## src/rtl/term_pkg.sv

```systemverilog
package term_pkg;
    localparam int WORD_W = 32;
    localparam int CHAR_W = 8;

    typedef enum logic [1:0] {
        SEL_RX_CTL  = 2'd0,
        SEL_RX_DATA = 2'd1,
        SEL_TX_CTL  = 2'd2,
        SEL_TX_DATA = 2'd3
    } reg_sel_e;

    typedef enum logic {
        RX_EMPTY = 1'b0,
        RX_FULL  = 1'b1
    } rx_state_e;

    typedef enum logic {
        TX_IDLE = 1'b0,
        TX_BUSY = 1'b1
    } tx_state_e;

    localparam int BIT_READY = 0;
    localparam int BIT_IE    = 1;
    localparam int BIT_OVR   = 2;
endpackage

```

## src/rtl/term_decode.sv

```systemverilog
module term_decode #(
    parameter int                ADDR_W = 32,
    parameter int                WIN_W  = 16,
    parameter logic [ADDR_W-1:0] BASE   = 32'hFFFF_0000
) (
    input  logic [ADDR_W-1:0] addr,
    output logic [3:0]        sel
);
    localparam int TAG_LO = WIN_W;

    logic in_win;
    logic mapped;

    assign in_win = (addr[ADDR_W-1:TAG_LO] == BASE[ADDR_W-1:TAG_LO]);
    assign mapped = in_win && (addr[WIN_W-1:4] == '0) && (addr[1:0] == 2'b00);

    for (genvar g = 0; g < 4; g++) begin : g_sel
        assign sel[g] = mapped && (addr[3:2] == 2'(g));
    end
endmodule

```

## src/rtl/term_rx_side.sv

```systemverilog
module term_rx_side
    import term_pkg::*;
#(
    parameter int CW = CHAR_W
) (
    input  logic          clk,
    input  logic          rst_n,
    input  logic          kb_valid,
    input  logic [CW-1:0] kb_char,
    input  logic          ctl_wr,
    input  logic          ie_wdata,
    input  logic          ctl_rd,
    input  logic          data_rd,
    output logic          rx_ready,
    output logic          rx_ie,
    output logic          rx_ovr,
    output logic [CW-1:0] rx_char
);
    rx_state_e state_q, state_d;
    logic      ovr_set;

    // state register
    always_ff @(posedge clk) begin
        if (!rst_n) state_q <= RX_EMPTY;
        else        state_q <= state_d;
    end

    // next state: arrive, consume, refill
    always_comb begin
        state_d = state_q;
        unique case (state_q)
            RX_EMPTY: if (kb_valid) state_d = RX_FULL;
            RX_FULL:  if (!kb_valid && data_rd) state_d = RX_EMPTY;
            default:  state_d = RX_EMPTY;
        endcase
    end

    assign ovr_set = kb_valid && (state_q == RX_FULL) && !data_rd;

    // outputs and held data
    always_ff @(posedge clk) begin
        if (!rst_n) begin
            rx_ie   <= 1'b0;
            rx_ovr  <= 1'b0;
            rx_char <= '0;
        end else begin
            if (ctl_wr)        rx_ie   <= ie_wdata;
            if (kb_valid)      rx_char <= kb_char;
            if (ovr_set)       rx_ovr  <= 1'b1;
            else if (ctl_rd)   rx_ovr  <= 1'b0;
        end
    end

    assign rx_ready = (state_q == RX_FULL);
endmodule

```

## src/rtl/term_tx_side.sv

```systemverilog
module term_tx_side
    import term_pkg::*;
#(
    parameter int CW          = CHAR_W,
    parameter int BUSY_CYCLES = 4,
    parameter bit ACK_MODE    = 1'b0
) (
    input  logic          clk,
    input  logic          rst_n,
    input  logic          launch_req,
    input  logic [CW-1:0] wchar,
    input  logic          ctl_wr,
    input  logic          ie_wdata,
    input  logic          disp_ack,
    output logic          tx_ready,
    output logic          tx_ie,
    output logic          disp_valid,
    output logic [CW-1:0] disp_char
);
    localparam int CNT_W = $clog2(BUSY_CYCLES + 1);
    localparam logic [CNT_W-1:0] CNT_LOAD = CNT_W'(BUSY_CYCLES - 1);

    tx_state_e        state_q, state_d;
    logic [CNT_W-1:0] cnt_q;
    logic             launch;
    logic             finish;

    assign launch = launch_req && (state_q == TX_IDLE);
    assign finish = ACK_MODE ? disp_ack : (cnt_q == '0);

    // state register
    always_ff @(posedge clk) begin
        if (!rst_n) state_q <= TX_IDLE;
        else        state_q <= state_d;
    end

    // next state: launch, finish
    always_comb begin
        state_d = state_q;
        unique case (state_q)
            TX_IDLE: if (launch) state_d = TX_BUSY;
            TX_BUSY: if (finish) state_d = TX_IDLE;
            default: state_d = TX_IDLE;
        endcase
    end

    // busy counter and registered outputs
    always_ff @(posedge clk) begin
        if (!rst_n) begin
            cnt_q      <= '0;
            tx_ie      <= 1'b0;
            disp_valid <= 1'b0;
            disp_char  <= '0;
        end else begin
            disp_valid <= launch;
            if (launch)                                  disp_char <= wchar;
            if (ctl_wr)                                  tx_ie     <= ie_wdata;
            if (launch)                                  cnt_q     <= CNT_LOAD;
            else if (state_q == TX_BUSY && cnt_q != '0)  cnt_q     <= cnt_q - 1'b1;
        end
    end

    assign tx_ready = (state_q == TX_IDLE);
endmodule

```

## src/rtl/term_mmio.sv

```systemverilog
module term_mmio
    import term_pkg::*;
#(
    parameter logic [31:0] BASE_ADDR      = 32'hFFFF_0000,
    parameter int          WIN_W          = 16,
    parameter int          TX_BUSY_CYCLES = 4,
    parameter bit          TX_ACK_MODE    = 1'b0
) (
    input  logic        clk,
    input  logic        rst_n,
    input  logic [31:0] bus_addr,
    input  logic        bus_rd,
    input  logic        bus_wr,
    input  logic [31:0] bus_wdata,
    output logic [31:0] bus_rdata,
    input  logic        kb_valid,
    input  logic [7:0]  kb_char,
    output logic        disp_valid,
    output logic [7:0]  disp_char,
    input  logic        disp_ack,
    output logic        irq
);
    logic [3:0]        sel;
    logic              rx_ready, rx_ie, rx_ovr;
    logic              tx_ready, tx_ie;
    logic [CHAR_W-1:0] rx_char;

    term_decode #(.ADDR_W(32), .WIN_W(WIN_W), .BASE(BASE_ADDR)) u_dec (
        .addr (bus_addr),
        .sel  (sel)
    );

    term_rx_side #(.CW(CHAR_W)) u_rx (
        .clk      (clk),
        .rst_n    (rst_n),
        .kb_valid (kb_valid),
        .kb_char  (kb_char),
        .ctl_wr   (bus_wr && sel[SEL_RX_CTL]),
        .ie_wdata (bus_wdata[BIT_IE]),
        .ctl_rd   (bus_rd && sel[SEL_RX_CTL]),
        .data_rd  (bus_rd && sel[SEL_RX_DATA]),
        .rx_ready (rx_ready),
        .rx_ie    (rx_ie),
        .rx_ovr   (rx_ovr),
        .rx_char  (rx_char)
    );

    term_tx_side #(.CW(CHAR_W), .BUSY_CYCLES(TX_BUSY_CYCLES), .ACK_MODE(TX_ACK_MODE)) u_tx (
        .clk        (clk),
        .rst_n      (rst_n),
        .launch_req (bus_wr && sel[SEL_TX_DATA]),
        .wchar      (bus_wdata[CHAR_W-1:0]),
        .ctl_wr     (bus_wr && sel[SEL_TX_CTL]),
        .ie_wdata   (bus_wdata[BIT_IE]),
        .disp_ack   (disp_ack),
        .tx_ready   (tx_ready),
        .tx_ie      (tx_ie),
        .disp_valid (disp_valid),
        .disp_char  (disp_char)
    );

    // read path
    always_comb begin
        bus_rdata = '0;
        if (bus_rd) begin
            if (sel[SEL_RX_CTL]) begin
                bus_rdata[BIT_READY] = rx_ready;
                bus_rdata[BIT_IE]    = rx_ie;
                bus_rdata[BIT_OVR]   = rx_ovr;
            end
            if (sel[SEL_RX_DATA]) bus_rdata[CHAR_W-1:0] = rx_char;
            if (sel[SEL_TX_CTL]) begin
                bus_rdata[BIT_READY] = tx_ready;
                bus_rdata[BIT_IE]    = tx_ie;
            end
        end
    end

    assign irq = (rx_ready && rx_ie) || (tx_ready && tx_ie);
endmodule

```

## config.mk

```make
export PLATFORM = sky130hd
export DESIGN_NAME = term_mmio
export DESIGN_NICKNAME = d
export VERILOG_FILES = /design/src/rtl/term_pkg.sv /design/src/rtl/term_decode.sv /design/src/rtl/term_rx_side.sv /design/src/rtl/term_tx_side.sv /design/src/rtl/term_mmio.sv
export SDC_FILE = /design/constraint.sdc
export NUM_CORES = 1
export LEC_CHECK = 0
export ABC_AREA = 0
export BUFFER_PORTS_ARGS = -buffer_cell sky130_fd_sc_hd__buf_2
export CAP_MARGIN = 15
export CORE_ASPECT_RATIO = 1.1
export CORE_MARGIN = 4
export CORE_UTILIZATION = 42
export DETAILED_ROUTE_END_ITERATION = 12
export GPL_ROUTABILITY_DRIVEN = 0
export MAX_ROUTING_LAYER = met4
export PLACE_DENSITY = 0.88
export SKIP_CTS_REPAIR_TIMING = 1
export SYNTH_ARGS = -nofsm -noshare
export SYNTH_HDL_FRONTEND = slang
export SYNTH_SLANG_ARGS = --single-unit
export TNS_END_PERCENT = 5
```

## constraint.sdc

```tcl
create_clock -name clk -period 2.4 [get_ports clk]
set_input_delay 0.48 -clock clk [delete_from_list [all_inputs] [get_ports clk]]
set_output_delay 0.48 -clock clk [all_outputs]
set_load 0.01 [all_outputs]
```

==> results.yml, run 1 <==
status:
  outcome: "finished clean"
timing:
  fin_skew_ps: 6.735
  rsz0062_at_grt: "no"
  fmax_mhz: 452.4
  fin_crit_sh_pct: 92.10
  fin_tns_setup_ps: 0
  hold_viol: 0
  min_period_ps: 2210
  slew_violations: 0
  setup_viol: 0
logic_synthesis:
  async_flop_share_pct: 0
  yosysMostFrequentCell: "dfxtp_1"
  yosysWarnings: 0
  ys_top_cells_by_count: "25 x dfxtp_1, 24 x buf_4, 22 x mux2i_1, 22 x nand2_1, 9 x nor2b_1"
  synth_ff_type: "dfxtp_1"
  ys_seq_area_share_pct: 32.71
  avgSynthCellArea_sq_um: 9.055
  synth_edf_count: 0
  synth_top_area_cell: "dfxtp_1"
  ys_seq_elements: 25
  yosys-top-cells-area: "dfxtp_1 33%, mux2i_1 14%, buf_4 12%"
  yosysTopAreaCellShare_pct: 32.71
  syn_inst: 169
  synth_area_sq_um: 1530
  yosysUniqueCellTypes: 35
min_path:
  holdCritStartpoint: "bus_wdata[4]"
  hold_path_class: "in -> reg"
detailed_routing:
  num_vias: 1305
  drc_errors: 0
  wl_per_cell_microns: 11.03
  final_antenna_net_count: 0
  drt-pass1-iter-count: 4
  postRouteWirelength_microns: 3167
  drt_iter0_drc: 38
  post_drt_via_cell_ratio: 4.547
final_layout:
  area_growth_pct: 22.40
  final_core_util_pct: 54.88
  nets: 320
  drive_above_1_share_pct: 35.98
  final_cell_area_sq_um: 1873
  diodes: 0
critical_path:
  start_kind: "primary input"
  cp-startpoint: "bus_addr[8]"
  crit_chain: "buf_2, nor4_4, nand4_4, or2_2, nor3_1, buf_2"
  crit_top_cell: "buf_2"
  cpPeakStageDelay_ps: 350
  path_max_fanout: 4
  worst_ep_arrival_time_ps: 1730
  crit_path_end_kind: "output pin"
  crit_type: "in -> out"
  required_ps: 1920
  regToRegStartpoint: "u_tx.cnt_q[0]$_SDFFE_PN0P_"
  crit_slowest_cell: "or2_2"
floorplan:
  rows: 22
  dieArea_sq_um: 4674
  chipHeight_microns: 71.31
  ios: 120
  die_w_microns: 65.55
  core_area_sq_um: 3413
  start_util_pct: 44.83
clocking:
  cts_buffer_depth: 2
  clk_pin_slew_ps: 140
  cts_sinks: 25
  clk_latency_ps: 320
  h-tree-depth: 1
  root_buffer: "clkbuf_4"
  cts_tree: "yes"
  cts_made_buffers: 3
grt:
  grt_max_degree: 20
  grt_pass1_wl_microns: 5133
  grt-ovfl-total: 0
  antenna_found_initial: 0
  gr-usage-all-layers_pct: 13.82
  grt_pass1_vias: 1228
power_and_ir_drop:
  vdd_drop_max_v: 0.0003790
  power_per_cell_area_nw_per_um2: 395.2
  p_leak_nw: 0.9347
place:
  dpl.hpwl_microns: 2678
  portBuffers: 70
  placed_area_sq_um: 1843
run:
  drv_cap: 0
kinds of logic (layout without fill, tap and decap cells):
family,count (synthesis),after routing,synth area share [%]
compound gates,11,11,4.497
xor+xnor,2,2,1.145
fa+ha+maj,2,2,1.635
buf+inv,39,86,15.94
flops,25,25,32.71
mux,22,22,14.39
other cells,1,24,0.2451
simple gates,67,67,29.44
path summary, 6_finish.rpt:
| check | cells past startpoint | endpoint | slack (ps) |
|---|---|---|---|
| worst max register to register | 6 | u_tx.cnt_q[1]$_SDFFE_PN0P_ | 1000 |
| worst min register to register | 2 | u_tx.disp_char[2]$_SDFFE_PN0P_ | 470 |
| worst min-delay path | 3 | u_tx.disp_char[4]$_SDFFE_PN0P_ | 390 |
| worst max-delay path | 6 | bus_rdata[2] | 190 |
cell type report:
type                            instances  area, sq um
Clock buffer                            3        22.52
Clock inverter                          1        7.507
Fill cell                             319         1540
Inverter                                8        30.03
Multi-Input combinational cell        128        872.1
Sequential cell                        25        500.5
Tap cell                               48        60.06
Timing Repair Buffer                   74        380.4
cells in the final DEF, fill, tap and decap left out, types with 3 or more instances in the layout:
cell      Yosys  final
buf_2         0     70
dfxtp_1      25     25
conb_1        1     24
mux2i_1      22     22
nand2_1      22     22
nor2b_1       9      9
inv_1         8      8
and2_1        6      6
nor2_1        4      4
buf_4        24      4
nand4_1       3      3
nor3_1        3      3
a21oi_1       3      3
nand3_1       3      3
o21a_1        3      3
clkbuf_4      0      3
per-layer routing:
| metal | track usage, % | vias up | wire length (microns) |
|---|---|---|---|
| met5 | - | - | 0 |
| met4 | 5.530 | 0 | 44 |
| met3 | 2.351 | 5 | 289 |
| li1 | - | 666 | - |
| met1 | 15.83 | 571 | 1313 |
| met2 | 23.73 | 63 | 1519 |
through the flow:
| stage | instances | hold WS, ps | power [mW] | setup WS (ps) |
|---|---|---|---|---|
| after floorplan | 192 | 444.5 | 0.5358 | 311.0 |
| after global placement | 283 | 437.9 | 0.5571 | 160.8 |
| after detailed placement | 283 | 447.7 | 0.5611 | 170.2 |
| after CTS | 287 | 379.6 | 0.7483 | 166.2 |
| after global routing | 287 | 377.8 | 0.7846 | 60.31 |
| final | 287 | 386.5 | 0.7401 | 189.7 |
state kept, by name (all words and copies together), names as in the netlist:
register	count
u_rx.rx_ready	1
u_tx.state_q	1
u_tx.disp_valid	1
u_rx.rx_ie	1
u_rx.rx_char	8
u_tx.tx_ie	1
u_tx.disp_char	8
u_tx.cnt_q	3
u_rx.rx_ovr	1
worst max-delay path: cells and delay by family:
| kind | cells | cell delay, ps |
|---|---|---|
| buffers and inverters | 2 | 260 |
| and+or+nand+nor | 4 | 990 |
where the power goes:
part           total, mW  internal (mW)  switching [mW]
Clock              0.188         0.0637           0.124
Sequential         0.432          0.426         0.00608
Combinational      0.120         0.0557          0.0642
Total              0.740          0.545           0.195
Note: power is estimated with default switching activity, not from simulation.
==> run 2, diff against run 1 <==
Settings changed: GPL_ROUTABILITY_DRIVEN 0 to 1, PLACE_DENSITY 0.88 to default, PLACE_DENSITY_LB_ADDON from default to 0.2, SYNTH_HIERARCHICAL from default to 1.
==> run 2 against run 1 <==
The run now ends with negative setup slack left. Clock power shrank 3%. Critical path depth grew 3. Flip-flop and latch count is the same. Highest routed layer unchanged. Combinational power shrank 9%. Area after synthesis shrank 3.5%. Synthesized cell count shrank 2.4%. Design area grew 4.5%. Sequential power is essentially flat. Die area shrank 3.1%. Power shrank 2.5%. Via count grew 1.1%.
==> results.yml, run 2 <==
critical_path:
  rrSetupSlack_ps: 1130
  start_kind: "primary input"
  worst_ep_arrival_time_ps: 2000
  crit_top_cell: "buf_2"
  crit_type: "in -> out"
  regToRegStartpoint: "u_tx/cnt_q[0]$_SDFFE_PN0P_"
  required_ps: 1920
  reg2regPathDepth: 5
  cpPeakStageDelay_ps: 300
  path_delay_family: "simple AND/OR/NAND/NOR gates"
  r2r_end: "u_tx/cnt_q[1]$_SDFFE_PN0P_"
  path_buf_inv: 5
  crit_chain: "buf_2, nor4_2, nand4_1, buf_6, nor4_4, buf_4, buf_12, and3_1, buf_2"
  crit_path_end_kind: "output pin"
  crit_slowest_cell: "nor4_4"
  path_max_fanout: 6
clocking:
  clk_pin_slew_ps: 130
  cts_made_buffers: 3
  root_buffer: "clkbuf_4"
  clk_latency_ps: 310
  cts_buffer_depth: 2
  cts_sinks: 25
  h-tree-depth: 1
  cts_tree: "yes"
logic_synthesis:
  yosys-top-cells-area: "dfxtp_1 34%, buf_4 12%, mux2i_1 7.5%"
  yosysUniqueCellTypes: 36
  ys_seq_area_share_pct: 33.90
  synth_top_area_cell: "dfxtp_1"
  yosysWarnings: 6
  synth_edf_count: 0
  avgSynthCellArea_sq_um: 8.948
  syn_inst: 165
  ys_top_cells_by_count: "25 x dfxtp_1, 24 x buf_4, 19 x nand2_1, 12 x nor2b_1, 11 x mux2i_1"
  yosysTopAreaCellShare_pct: 33.90
  synth_area_sq_um: 1476
  async_flop_share_pct: 0
  synth_ff_type: "dfxtp_1"
  yosysMostFrequentCell: "dfxtp_1"
  ys_seq_elements: 25
power_and_ir_drop:
  vdd_drop_max_v: 0.0002357
  power_per_cell_area_nw_per_um2: 369.0
  internal-power_mw: 0.5442
  p_leak_nw: 0.9818
  clkPwrFrac_pct: 25.3
  switching_share_pct: 24.63
  switching_power_mw: 0.1778
  seqPwrFrac_pct: 59.6
  pwr-share-comb_pct: 15.1
  total_power_mw: 0.7220
floorplan:
  dieArea_sq_um: 4529
  start_util_pct: 43.96
  rows: 22
  ios: 120
  die_w_microns: 64.53
  core_area_sq_um: 3358
  chipHeight_microns: 70.19
final_layout:
  largest_registers: "u_rx/rx_char (8), u_tx/disp_char (8), u_tx/cnt_q (3)"
  final_cell_area_sq_um: 1957
  nFillCells: 335
  multiInputGateArea_sq_um: 902.1
  area_growth_pct: 32.54
  seqCellArea_sq_um: 500.5
  drive_above_1_share_pct: 41.42
  final_common_cell: "buf_2"
  diodes: 0
  nets: 320
  mostFrequentLayoutCells: "67 x buf_2, 25 x dfxtp_1, 24 x conb_1, 19 x nand2_1, 12 x nor2b_1"
grt:
  grt_pass1_vias: 1228
  antenna_found_initial: 0
  grt_pass1_wl_microns: 5126
  grt-ovfl-total: 0
  gr-usage-all-layers_pct: 13.83
  grt_max_degree: 28
timing:
  fin_skew_ps: 6.609
  rsz0062_at_grt: "yes"
  setup_ws_ps: -84.74
  hold_viol: 0
  fin_crit_sh_pct: 103.5
  setup_viol: 8
  fin_tns_setup_ps: -603.3
  slew_violations: 0
  min_period_ps: 2485
  fmax_mhz: 402.5
detailed_routing:
  final_antenna_net_count: 0
  post_drt_via_cell_ratio: 4.596
  drt_iter0_drc: 60
  wl_per_cell_microns: 11.25
  drt-pass1-iter-count: 4
  drc_errors: 0
  num_vias: 1319
  postRouteWirelength_microns: 3230
place:
  placed_area_sq_um: 1871
  portBuffers: 70
  finalWeightedCongestion: 0.6895
  place_worst_setup_slack_ps: -197.4
  dpl.hpwl_microns: 2600
status:
  outcome: "finished, violations left"
  violations: "negative setup slack"
run:
  drv_cap: 0
min_path:
  hold_end: "u_tx/disp_char[5]$_SDFFE_PN0P_"
  whs_path_depth: 3
  hold_path_class: "in -> reg"
  holdCritStartpoint: "bus_wdata[5]"
## run 2: cell count changes after synthesis, sizes merged, moves of 3 or more
cell,previous run,this run
and3,2,5
clkbuf,6,1
nor3,3,0
nand3b,0,3
nand2,22,19
mux2i,22,11
buf,25,30
a21boi,0,8
nor2,4,1
nor2b,9,12
## run 2: kinds of logic (layout without fill, tap and decap cells)
logic type	after synthesis	count (layout)	share of synthesized area [%]
AO/OA/AOI/OAI	19	19	9.831
adder cells (fa/ha/maj)	2	2	1.695
buffers and inverters	37	88	17.29
flip-flops	25	25	33.90
multiplexers	12	12	8.475
other	1	24	0.2540
AND/OR/NAND/NOR	69	69	28.56
## run 2: power groups by stage
stage	Combinational, mW	Sequential (mW)	Clock (mW)
2_1_floorplan	0.0803	0.438	0
3_3_place_gp	0.0978	0.440	0
3_5_place_dp	0.0997	0.440	0
4_1_cts	0.100	0.431	0.197
5_1_grt	0.121	0.432	0.212
6_report	0.109	0.430	0.183
## run 2: worst min-delay path: stages
cell	delay, ps
buf_2	100
nand2_1	50
a21boi_1	50
## run 2: how the worst max path moves through the flow
| stage | startpoint | to | slack [ps] | depth (start not counted) |
|---|---|---|---|---|
| floorplan | bus_addr[30] | bus_rdata[0] | -0.9 | 6 |
| global placement | bus_addr[30] | bus_rdata[1] | -200 | 7 |
| detailed placement | bus_addr[30] | bus_rdata[0] | -200 | 7 |
| CTS | bus_addr[30] | bus_rdata[0] | -200 | 7 |
| global route | bus_addr[6] | bus_rdata[1] | -180 | 8 |
| finish | bus_addr[6] | bus_rdata[7] | -80 | 9 |
## run 2: final cells by class
cell class                 instances  area share, %
clock buffer                       4          1.343
tap                               48          3.069
timing repair buffer              78          22.76
sequential                        25          25.58
multi-input combinational        126          46.10
inverter                           6          1.151
## run 2: per-layer routing
layer	routed length [microns]	global-route usage [%]	part of all wire, %	up-vias
met4	20	2.817	0.62	0
met5	0	-	0	-
li1	-	-	-	671
met3	184	1.608	5.7	4
met1	1286	17.14	40	600
met2	1739	24.08	54	44
## run 2: per-stage QoR
| stage | hold WS [ps] | utilization (%) | std cells |
|---|---|---|---|
| floorplan | 471.8 | - | 188 |
| global placement | 439.0 | 55.70 | 283 |
| detailed placement | 443.8 | 55.70 | 283 |
| CTS | 370.5 | 56.48 | 287 |
| global route | 370.5 | 58.27 | 287 |
| finish | 387.6 | 58.27 | 287 |
